File: config.mk
export PLATFORM = sky130hd
export DESIGN_NAME = wdg_magic_top
export DESIGN_NICKNAME = d
export VERILOG_FILES = /design/src/rtl/wdg_magic_pkg.sv /design/src/rtl/wdg_prescale.sv /design/src/rtl/wdg_downcount.sv /design/src/rtl/wdg_rstpulse.sv /design/src/rtl/wdg_regfile.sv /design/src/rtl/wdg_magic_top.sv
export SDC_FILE = /design/constraint.sdc
export NUM_CORES = 1
export LEC_CHECK = 0
export ABC_AREA = 1
export ABC_CLOCK_PERIOD_IN_PS = 3100
export BUFFER_PORTS_ARGS = -buffer_cell sky130_fd_sc_hd__buf_2
export CORE_MARGIN = 4
export CORE_UTILIZATION = 62
export DETAILED_ROUTE_END_ITERATION = 12
export GPL_TIMING_DRIVEN = 1
export PLACE_DENSITY = 0.84
export SLEW_MARGIN = 10
export SYNTH_ARGS = -nofsm -noshare
export SYNTH_HDL_FRONTEND = slang
export SYNTH_HIERARCHICAL = 1
export SYNTH_SLANG_ARGS = --single-unit
File: constraint.sdc
create_clock -name clk_i -period 3.1 [get_ports clk_i]
set_input_delay 0.31 -clock clk_i [delete_from_list [all_inputs] [get_ports clk_i]]
set_output_delay 0.31 -clock clk_i [all_outputs]
set_load 0.01 [all_outputs]
File: src/rtl/wdg_magic_pkg.sv
`timescale 1ns/1ps
package wdg_magic_pkg;
  localparam int CNT_W = 15;
  localparam int KEY_W = 16;

  localparam logic [7:0] OFS_RELOAD  = 8'h00;
  localparam logic [7:0] OFS_LIMIT   = 8'h04;
  localparam logic [7:0] OFS_HALT_A  = 8'h08;
  localparam logic [7:0] OFS_HALT_B  = 8'h0C;
  localparam logic [7:0] OFS_EXPIRY  = 8'h10;
  localparam logic [7:0] OFS_COUNT   = 8'h14;
  localparam logic [7:0] OFS_DEBUG   = 8'h18;
  localparam logic [7:0] OFS_START   = 8'h1C;
  localparam logic [7:0] OFS_EVENT   = 8'h20;
  localparam logic [7:0] OFS_MASK    = 8'h24;
  localparam logic [7:0] OFS_FORCE   = 8'h28;

  localparam logic [KEY_W-1:0] KEY_RELOAD  = 16'hFEED;
  localparam logic [KEY_W-1:0] KEY_HALT_A  = 16'h2BAD;
  localparam logic [KEY_W-1:0] KEY_HALT_B  = 16'hCAFE;
  localparam logic [KEY_W-1:0] KEY_START   = 16'hACED;
  localparam logic [KEY_W-1:0] KEY_CLEAR   = 16'hE8B4;
  localparam logic [KEY_W-1:0] CODE_HALTED = 16'hDABE;
  localparam logic [KEY_W-1:0] CODE_EXPIRE = 16'hCFE8;

  // Early-warning point: half of the programmed limit, rounded down.
  function automatic logic [CNT_W-1:0] warn_point(input logic [CNT_W-1:0] limit);
    return limit >> 1;
  endfunction

  // A key matches when the low half of the written word equals it.
  function automatic logic key_hit(input logic [31:0] wdata, input logic [KEY_W-1:0] key);
    return wdata[KEY_W-1:0] == key;
  endfunction
endpackage

File: src/rtl/wdg_prescale.sv
`timescale 1ns/1ps
module wdg_prescale #(
  parameter int DIV = 2_000_000
) (
  input  logic clk_i,
  input  logic rst_ni,
  input  logic run_i,
  input  logic clear_i,
  output logic tick_o
);
  generate
    if (DIV <= 1) begin : g_direct
      assign tick_o = run_i;
    end else begin : g_div
      localparam int DW = $clog2(DIV);
      localparam logic [DW-1:0] LAST = DW'(DIV - 1);
      logic [DW-1:0] phase_q;
      always_ff @(posedge clk_i or negedge rst_ni) begin
        if (!rst_ni)                 phase_q <= '0;
        else if (clear_i)            phase_q <= '0;
        else if (run_i)              phase_q <= (phase_q == LAST) ? '0 : phase_q + 1'b1;
      end
      assign tick_o = run_i && (phase_q == LAST);
    end
  endgenerate
endmodule

File: src/rtl/wdg_downcount.sv
`timescale 1ns/1ps
module wdg_downcount
  import wdg_magic_pkg::*;
(
  input  logic             clk_i,
  input  logic             rst_ni,
  input  logic             tick_i,
  input  logic             load_i,
  input  logic [CNT_W-1:0] load_val_i,
  output logic [CNT_W-1:0] count_o,
  output logic             step_o,
  output logic             warn_o,
  output logic             expire_o
);
  logic [CNT_W-1:0] count_q;
  logic [CNT_W-1:0] next_val;

  assign step_o   = tick_i && !load_i && (count_q != '0);
  assign next_val = count_q - 1'b1;
  assign warn_o   = step_o && (next_val == warn_point(load_val_i));
  assign expire_o = step_o && (next_val == '0);

  always_ff @(posedge clk_i or negedge rst_ni) begin
    if (!rst_ni)      count_q <= '1;
    else if (load_i)  count_q <= load_val_i;
    else if (step_o)  count_q <= next_val;
  end

  assign count_o = count_q;
endmodule

File: src/rtl/wdg_rstpulse.sv
`timescale 1ns/1ps
module wdg_rstpulse #(
  parameter int LEN = 16
) (
  input  logic clk_i,
  input  logic rst_ni,
  input  logic start_i,
  output logic pulse_o
);
  localparam int LW = $clog2(LEN + 1);
  logic [LW-1:0] left_q;

  always_ff @(posedge clk_i or negedge rst_ni) begin
    if (!rst_ni)              left_q <= '0;
    else if (start_i)         left_q <= LW'(LEN);
    else if (left_q != '0)    left_q <= left_q - 1'b1;
  end

  assign pulse_o = (left_q != '0);
endmodule

File: src/rtl/wdg_regfile.sv
`timescale 1ns/1ps
module wdg_regfile
  import wdg_magic_pkg::*;
#(
  parameter int ADDR_W = 8,
  parameter int DATA_W = 32
) (
  input  logic              clk_i,
  input  logic              rst_ni,
  input  logic [ADDR_W-1:0] addr_i,
  input  logic              we_i,
  input  logic [DATA_W-1:0] wdata_i,
  output logic [DATA_W-1:0] rdata_o,
  input  logic              jtag_mode_i,
  input  logic [CNT_W-1:0]  count_i,
  input  logic              step_i,
  input  logic              warn_i,
  input  logic              expire_i,
  output logic [CNT_W-1:0]  limit_o,
  output logic              load_o,
  output logic              run_o,
  output logic              enabled_o,
  output logic              expired_o,
  output logic              pend_o,
  output logic              mask_o
);
  logic [CNT_W-1:0] limit_q;
  logic enabled_q, armed_q, expired_q, pend_q, mask_q, dbg_en_q;
  logic [31:0] wd32;

  assign wd32 = 32'(wdata_i);

  function automatic logic hit(input logic [ADDR_W-1:0] a, input logic [7:0] ofs);
    return a == ADDR_W'(ofs);
  endfunction

  logic wr_reload, wr_start, wr_arm, wr_finish, wr_clear, wr_limit;
  logic wr_ack, wr_force, wr_mask, wr_debug;

  assign wr_reload = we_i && hit(addr_i, OFS_RELOAD) && key_hit(wd32, KEY_RELOAD);
  assign wr_start  = we_i && hit(addr_i, OFS_START)  && key_hit(wd32, KEY_START);
  assign wr_arm    = we_i && hit(addr_i, OFS_HALT_A) && key_hit(wd32, KEY_HALT_A);
  assign wr_finish = we_i && hit(addr_i, OFS_HALT_B) && key_hit(wd32, KEY_HALT_B) && armed_q;
  assign wr_clear  = we_i && hit(addr_i, OFS_EXPIRY) && key_hit(wd32, KEY_CLEAR);
  assign wr_limit  = we_i && hit(addr_i, OFS_LIMIT);
  assign wr_ack    = we_i && hit(addr_i, OFS_EVENT) && wd32[0];
  assign wr_force  = we_i && hit(addr_i, OFS_FORCE) && wd32[0];
  assign wr_mask   = we_i && hit(addr_i, OFS_MASK);
  assign wr_debug  = we_i && hit(addr_i, OFS_DEBUG);

  always_ff @(posedge clk_i or negedge rst_ni) begin
    if (!rst_ni) begin
      limit_q   <= '1;
      enabled_q <= 1'b0;
      armed_q   <= 1'b0;
      expired_q <= 1'b0;
      pend_q    <= 1'b0;
      mask_q    <= 1'b0;
      dbg_en_q  <= 1'b0;
    end else begin
      if (wr_limit) limit_q <= wd32[CNT_W-1:0];
      if (we_i)     armed_q <= wr_arm;
      if (wr_start)       enabled_q <= 1'b1;
      else if (wr_finish) enabled_q <= 1'b0;
      if (expire_i)       expired_q <= 1'b1;
      else if (wr_clear)  expired_q <= 1'b0;
      if (warn_i || wr_force) pend_q <= 1'b1;
      else if (wr_ack)        pend_q <= 1'b0;
      if (wr_mask)  mask_q   <= wd32[0];
      if (wr_debug) dbg_en_q <= wd32[0];
    end
  end

  assign limit_o   = limit_q;
  assign load_o    = wr_reload || wr_start;
  assign run_o     = enabled_q && !(jtag_mode_i && !dbg_en_q);
  assign enabled_o = enabled_q;
  assign expired_o = expired_q;
  assign pend_o    = pend_q;
  assign mask_o    = mask_q;

  always_comb begin
    logic [31:0] r;
    r = '0;
    if (hit(addr_i, OFS_LIMIT))  r[CNT_W-1:0] = limit_q;
    if (hit(addr_i, OFS_HALT_B)) r[15:0] = enabled_q ? 16'h0000 : CODE_HALTED;
    if (hit(addr_i, OFS_EXPIRY)) r[15:0] = expired_q ? CODE_EXPIRE : 16'h0000;
    if (hit(addr_i, OFS_COUNT))  r[15:0] = {step_i, count_i};
    if (hit(addr_i, OFS_DEBUG))  r[1:0]  = {jtag_mode_i, dbg_en_q};
    if (hit(addr_i, OFS_EVENT))  r[0]    = pend_q;
    if (hit(addr_i, OFS_MASK))   r[0]    = mask_q;
    rdata_o = DATA_W'(r);
  end
endmodule

File: src/rtl/wdg_magic_top.sv
`timescale 1ns/1ps
module wdg_magic_top
  import wdg_magic_pkg::*;
#(
  parameter int CLK_DIV = 2_000_000,
  parameter int ADDR_W  = 8,
  parameter int DATA_W  = 32,
  parameter int RST_LEN = 16
) (
  input  logic              clk_i,
  input  logic              rst_ni,
  input  logic [ADDR_W-1:0] bus_addr_i,
  input  logic              bus_we_i,
  input  logic [DATA_W-1:0] bus_wdata_i,
  output logic [DATA_W-1:0] bus_rdata_o,
  input  logic              jtag_mode_i,
  output logic              irq_o,
  output logic              wdog_rst_o
);
  logic [CNT_W-1:0] limit_w, count_w;
  logic load_w, run_w, tick_w, step_w, warn_w, expire_w;
  logic enabled_w, expired_w, pend_w, mask_w;

  wdg_regfile #(.ADDR_W(ADDR_W), .DATA_W(DATA_W)) u_regs (
    .clk_i(clk_i), .rst_ni(rst_ni),
    .addr_i(bus_addr_i), .we_i(bus_we_i), .wdata_i(bus_wdata_i), .rdata_o(bus_rdata_o),
    .jtag_mode_i(jtag_mode_i), .count_i(count_w), .step_i(step_w),
    .warn_i(warn_w), .expire_i(expire_w),
    .limit_o(limit_w), .load_o(load_w), .run_o(run_w), .enabled_o(enabled_w),
    .expired_o(expired_w), .pend_o(pend_w), .mask_o(mask_w)
  );

  wdg_prescale #(.DIV(CLK_DIV)) u_pre (
    .clk_i(clk_i), .rst_ni(rst_ni), .run_i(run_w), .clear_i(load_w), .tick_o(tick_w)
  );

  wdg_downcount u_cnt (
    .clk_i(clk_i), .rst_ni(rst_ni), .tick_i(tick_w), .load_i(load_w),
    .load_val_i(limit_w), .count_o(count_w), .step_o(step_w),
    .warn_o(warn_w), .expire_o(expire_w)
  );

  wdg_rstpulse #(.LEN(RST_LEN)) u_rst (
    .clk_i(clk_i), .rst_ni(rst_ni), .start_i(expire_w), .pulse_o(wdog_rst_o)
  );

  assign irq_o = pend_w && mask_w;
endmodule

# Yosys cells after proc, flatten, opt, wreduce, memory -nomap -nowiden
# Cells that the tools add are included.
[totals]
register_bits = 62
output_inout_bits = 34
word_cells = 93
[op_classes]
addsub = 3
n_eq_ne = 17
mux = 22
n_reduce_logical = 41
[ops]
columns = ["cell", "count"]
rows = [
  ["two-way mux 16 bit", 5],
  ["== test 16 bit (second input constant)", 4],
  ["two-way mux 21 bit", 3],
  ["two-way mux 15 bit", 3],
  ["== test 8 x 5 -> 1 bit (second input constant)", 4],
  ["logical AND 1 bit", 26],
  ["== test 8 x 6 -> 1 bit (second input constant)", 3],
  ["adder 21 x 1 -> 21 bit (second input constant)", 1],
  ["== test 21 bit (second input constant)", 1],
  ["== test 16 x 14 -> 1 bit (second input constant)", 1],
  ["== test 8 x 4 -> 1 bit (second input constant)", 2],
  ["== test 15 x 14 -> 1 bit", 1],
  ["zero test 15 bit", 1],
  ["nonzero test 15 bit", 1],
  ["subtractor 15 x 1 -> 15 bit (second input constant)", 1],
  ["nonzero test 2 bit", 6],
  ["two-way mux 5 bit", 2],
  ["== test 8 x 3 -> 1 bit (second input constant)", 1],
  ["zero test 8 bit", 1],
  ["two-way mux 1 bit", 8],
  ["nonzero test 5 bit", 1],
  ["subtractor 5 x 1 -> 5 bit (second input constant)", 1],
  ["zero test 1 bit", 3],
  ["logical OR 1 bit", 2],
  ["two-way mux 2 bit", 1],
]

# Depth between registers and ports, before layout
[logic_depth]
depth_word = 11
ltp_mapped = 16

# By module
# The synthesis kept the hierarchy.
[by_module_without_submodules]
columns = ["module", "instances", "cells_per_inst", "area_per_inst_um2", "seq_area_each_um2"]
rows = [
  ["wdg_regfile", 1, 267, 1729.2, 544.3],
  ["wdg_downcount", 1, 245, 1546.5, 394.1],
  ["wdg_prescale", 1, 187, 1321.3, 525.5],
  ["wdg_rstpulse", 1, 33, 260.2, 125.1],
  ["wdg_magic_top", 1, 2, 7.5, 0.0],
]

# Worst setup path before layout
# Ideal clock, no wire load.
[synth_path]
path_kind = "reg2reg"
from = "reg u_cnt.count_q[0], in the netlist u_cnt/count_o[0]"
to = "reg u_rst.left_q[0]"
setup_ns = 0.117
arrival_ns = 1.903
required_time_ns = 2.983
setup_slack_ns = 1.080
stages_incl_launch_ff = 15
synth_period_minus_slack_ns = 2.020
cell_sequence = "dfstp_2 > inv_1 > ha_1 > nand2_1 > inv_1 > nand2_1 > nand2_1 > inv_1 > nand4_1 > nor3_1 > nand3_1 > nor2_1 > inv_1 > nand3_1 > nand2_1"
[synth_between]
elab_chain_cells = 4
[synth_rtl]
columns = ["item", "line_no", "rtl"]
rows = [
  ["start: declaration", "wdg_downcount.sv:15", "logic [CNT_W-1:0] count_q;"],
  ["start signal: assignment", "wdg_downcount.sv:25", "else if (load_i) count_q <= load_val_i;"],
  ["start signal: assignment", "wdg_downcount.sv:26", "else if (step_o) count_q <= next_val;"],
  ["subtractor 15 x 1 -> 15 bit or nonzero test 15 bit (tied branches)", "wdg_downcount.sv:19, wdg_downcount.sv:18", ""],
  ["zero test 15 bit or logical AND 1 bit (tied branches)", "wdg_downcount.sv:21, wdg_downcount.sv:18", ""],
  ["logical AND 1 bit (*)", "wdg_downcount.sv:21", "assign expire_o = step_o && (next_val == '0);"],
  ["via expire_w", "wdg_magic_top.sv:21", "logic load_w, run_w, tick_w, step_w, warn_w, expire_w;"],
  ["two-way mux 5 bit or nonzero test 2 bit (tied branches)", "n/a", ""],
  ["end signal: assignment", "wdg_rstpulse.sv:15", "else if (start_i) left_q <= LW'(LEN);"],
  ["end signal: assignment", "wdg_rstpulse.sv:16", "else if (left_q != '0) left_q <= left_q - 1'b1;"],
  ["end: declaration", "wdg_rstpulse.sv:11", "logic [LW-1:0] left_q;"],
]
# Mark *: on every way through the listed nets, which the timed path passes. The rest lies on a longest branch.
# A chain may end at the register's enable or synchronous reset.

# Worst setup path after layout
[layout_path]
from = "reg u_cnt.count_q[0], in the netlist u_cnt/count_o[0]"
to = "reg u_rst.left_q[2]"
# The elaborated chain is that of the path after synthesis.

==> results.json <==
{
  "diodes": 0,
  "cpMostUsedCell": "inv_1",
  "final_common_cell": "nand2_1",
  "synth-edff-count": 0,
  "finalSetupViolCount": 0,
  "fmax_mhz": 376,
  "status": "complete, no violations",
  "p_leak_nw": 2.56,
  "yosys.area.top_type_share_pct": 18.5,
  "setup_tns_ns": 0,
  "hold_start": "bus_wdata_i[5]",
  "cts_resized": 0,
  "min_path_type": "primary input to register",
  "criticalPathCategory": "register to register",
  "post-route-min-period_ns": 2.66,
  "gp_congestion": 0.916,
  "via_per_inst": 5.51,
  "worstPathArrival_ns": 2.90,
  "die_area_um2": 9330,
  "cts-root-buf": "clkbuf_8",
  "endpoint_kind": "register",
  "crit_fanout": 7,
  "track_usage_pct": 28.4,
  "io_buffers": 45,
  "clk_transition_reported_paths_ns": 0.07,
  "fin_skew_ns": 0.00752,
  "crit_slowest_cell": "dfstp_2",
  "multi_input_area_um2": 2750,
  "first_global_vias": 4339,
  "clock-sinks": 62,
  "regArea_um2": 1590,
  "utilization_pct": 68.6,
  "overflow": 0,
  "grt_antenna_before_repair": 0,
  "coreArea_um2": 7690,
  "io_pins": 78,
  "htree_levels": 3,
  "synthFlopType": "dfrtp_1",
  "drtIter0Drc": 349,
  "fillerInstances": 698,
  "finalCritPeriodShare_pct": 85.9,
  "areaGrowthSynthToFinish_pct": 8.44,
  "grt_max_degree": 28,
  "yosysTopAreaCell": "nand2_1",
  "synthCells": 734,
  "wl_per_cell_um": 14.0,
  "cts_setup_buffers": 0,
  "num_rows": 32,
  "cp_cell_sequence": "inv_1, ha_1, nand2_1, inv_1, nand2_1, nand2_1, inv_1, nand4_1, nor3_1, nand3_1, nor2_1, inv_1, nand3_1, inv_1",
  "syn_area_um2": 4860,
  "power.density_nw_per_um2": 318,
  "crit_start": "u_cnt/count_o[0]",
  "rsz0062_at_grt": "false",
  "fin_nets": 829,
  "cts_tree": "built",
  "die_y_um": 96.6,
  "grt_pass1_wl_um": 20400,
  "start_util_pct": 63.3,
  "r2r-start": "u_cnt/count_o[0]",
  "die_x_um": 96.6,
  "vias": 4896,
  "cp-start-kind": "register",
  "ys_types": 40,
  "layout_common_cells": "nand2_1 (240), nor2_1 (95), inv_1 (90)",
  "synthTopCellsByArea": "nand2_1 (19%), dfrtp_1 (16%), dfstp_2 (16%), nand3_1 (8.1%), nor2_1 (7.3%)",
  "hold_viol": 0,
  "yosys_warnings": 6,
  "tightest_slew_ns": 0.641,
  "drc": 0,
  "timing.max_cap.violations": 0,
  "numCtsBuffers": 9,
  "ant_nets": 0,
  "synth_seq_cells": 62,
  "cpPeakStageDelay_ns": 0.59,
  "relSlewSlack_pct": 57.2,
  "yosysSeqAreaShare_pct": 32.7,
  "critical_path_required_ns": 3.33,
  "drive_gt1_share_pct": 19.5,
  "drtPass1Iterations": 5,
  "async_flop_share_pct": 100,
  "clk_path_buf_depth": 2,
  "dpl.hpwl_um": 9690,
  "postSynthAreaPerCell_um2": 6.63,
  "drv_slew": 0,
  "clk_latency_ns": 0.34,
  "hold_buffers": 1,
  "ir_drop_mv": 0.241,
  "wl_um": 12400
}
==> worst max-delay path: cells and delay by family, from the launching register on <==
family	cells	cell delay, ns
buffers and inverters	5	0.52
flip-flops	1	0.59
AND/OR/NAND/NOR	8	1.14
adder cells (fa/ha/maj)	1	0.29
==> logic make-up (layout without fill, tap and decap cells) <==
family / Yosys count / in the layout / share of synthesized area, %
xor gates and xnor gates: 13 / 13 / 2.34
and+or+nand+nor: 466 / 466 / 42.4
AOI/OAI and AO/OA: 67 / 67 / 9.65
DFF: 62 / 62 / 32.7
other: 1 / 16 / 0.0771
adders and majority gates: 4 / 4 / 1.03
buffers and inverters: 121 / 158 / 11.9
==> flip-flops by register name, summed over array words and instances (netlist names) <==
register	cells
u_pre/g_div.phase_q	21
u_cnt/count_o	15
u_regs/mask_o	1
u_regs/dbg_en_q	1
u_rst/left_q	5
u_regs/armed_q	1
u_regs/expired_o	1
u_regs/enabled_o	1
u_regs/limit_o	15
u_regs/pend_o	1
==> final timing paths <==
| kind | to | slack [ns] | cells after the start |
|---|---|---|---|
| max | u_rst/left_q[2] | 0.44 | 14 |
| min | u_regs/limit_o[5] | 0.21 | 3 |
| max reg2reg | u_rst/left_q[2] | 0.44 | 14 |
| min reg2reg | u_rst/left_q[4] | 0.48 | 2 |
| max in group asynchronous | u_regs/limit_o[0] | 1.85 | 3 |
| min in group asynchronous | u_regs/armed_q | 0.52 | 2 |
==> per-layer routing <==
| metal | vias to the layer above | wire length [µm] | GRT usage [%] | share of wire (%) |
|---|---|---|---|---|
| met5 | - | 0 | 0 | 0 |
| li1 | 2385 | - | - | - |
| met2 | 224 | 5810 | 45.6 | 47 |
| met3 | 21 | 1050 | 4.73 | 8.4 |
| met1 | 2266 | 5350 | 39.0 | 43 |
| met4 | 0 | 227 | 9.70 | 1.8 |
==> area by class of cell <==
class / instances / share of cell area [%]
multi-input cells: 566 / 52.2
well taps: 102 / 2.42
flip-flops and latches: 62 / 30.1
inverters: 92 / 6.57
repair buffers: 50 / 5.03
clock buffers: 12 / 2.75
clock inverters: 4 / 0.901
==> cell usage after synthesis, types with 4 or more instances <==
cell type and instances:
a21oi_1 12, buf_2 5, buf_4 16, buf_6 6, dfrtp_1 32, dfstp_2 30, ha_1 4, inv_1 90
nand2_1 240, nand2_2 6, nand3_1 79, nand3_2 5, nand4_1 7, nor2_1 95, nor2_2 8, nor2_4 7
nor3_1 10, o211ai_2 7, o21ai_0 15, o21ai_1 10, o21ai_2 18, xor2_1 11
==> where the power goes <==
part,switching [mW],total (mW),internal (mW)
combinational,0.0821,0.118,0.0360
sequential,0.0162,0.845,0.829
clock,0.322,0.713,0.391
==> through the flow <==
stage | cells | area [µm²] | power (mW) | hold WS [ns] | setup slack, ns
2_1_floorplan | 749 | 4920 | 0.928 | 0.0144 | 1.08
3_3_place_gp | 871 | 5070 | 0.972 | 0.348 | 0.544
3_5_place_dp | 871 | 5070 | 0.976 | 0.359 | 0.470
4_1_cts | 888 | 5280 | 1.69 | 0.202 | 0.470
5_1_grt | 888 | 5280 | 1.75 | 0.207 | 0.185
6_report | 888 | 5280 | 1.68 | 0.213 | 0.438
Note: power is estimated with default switching activity, not from simulation.
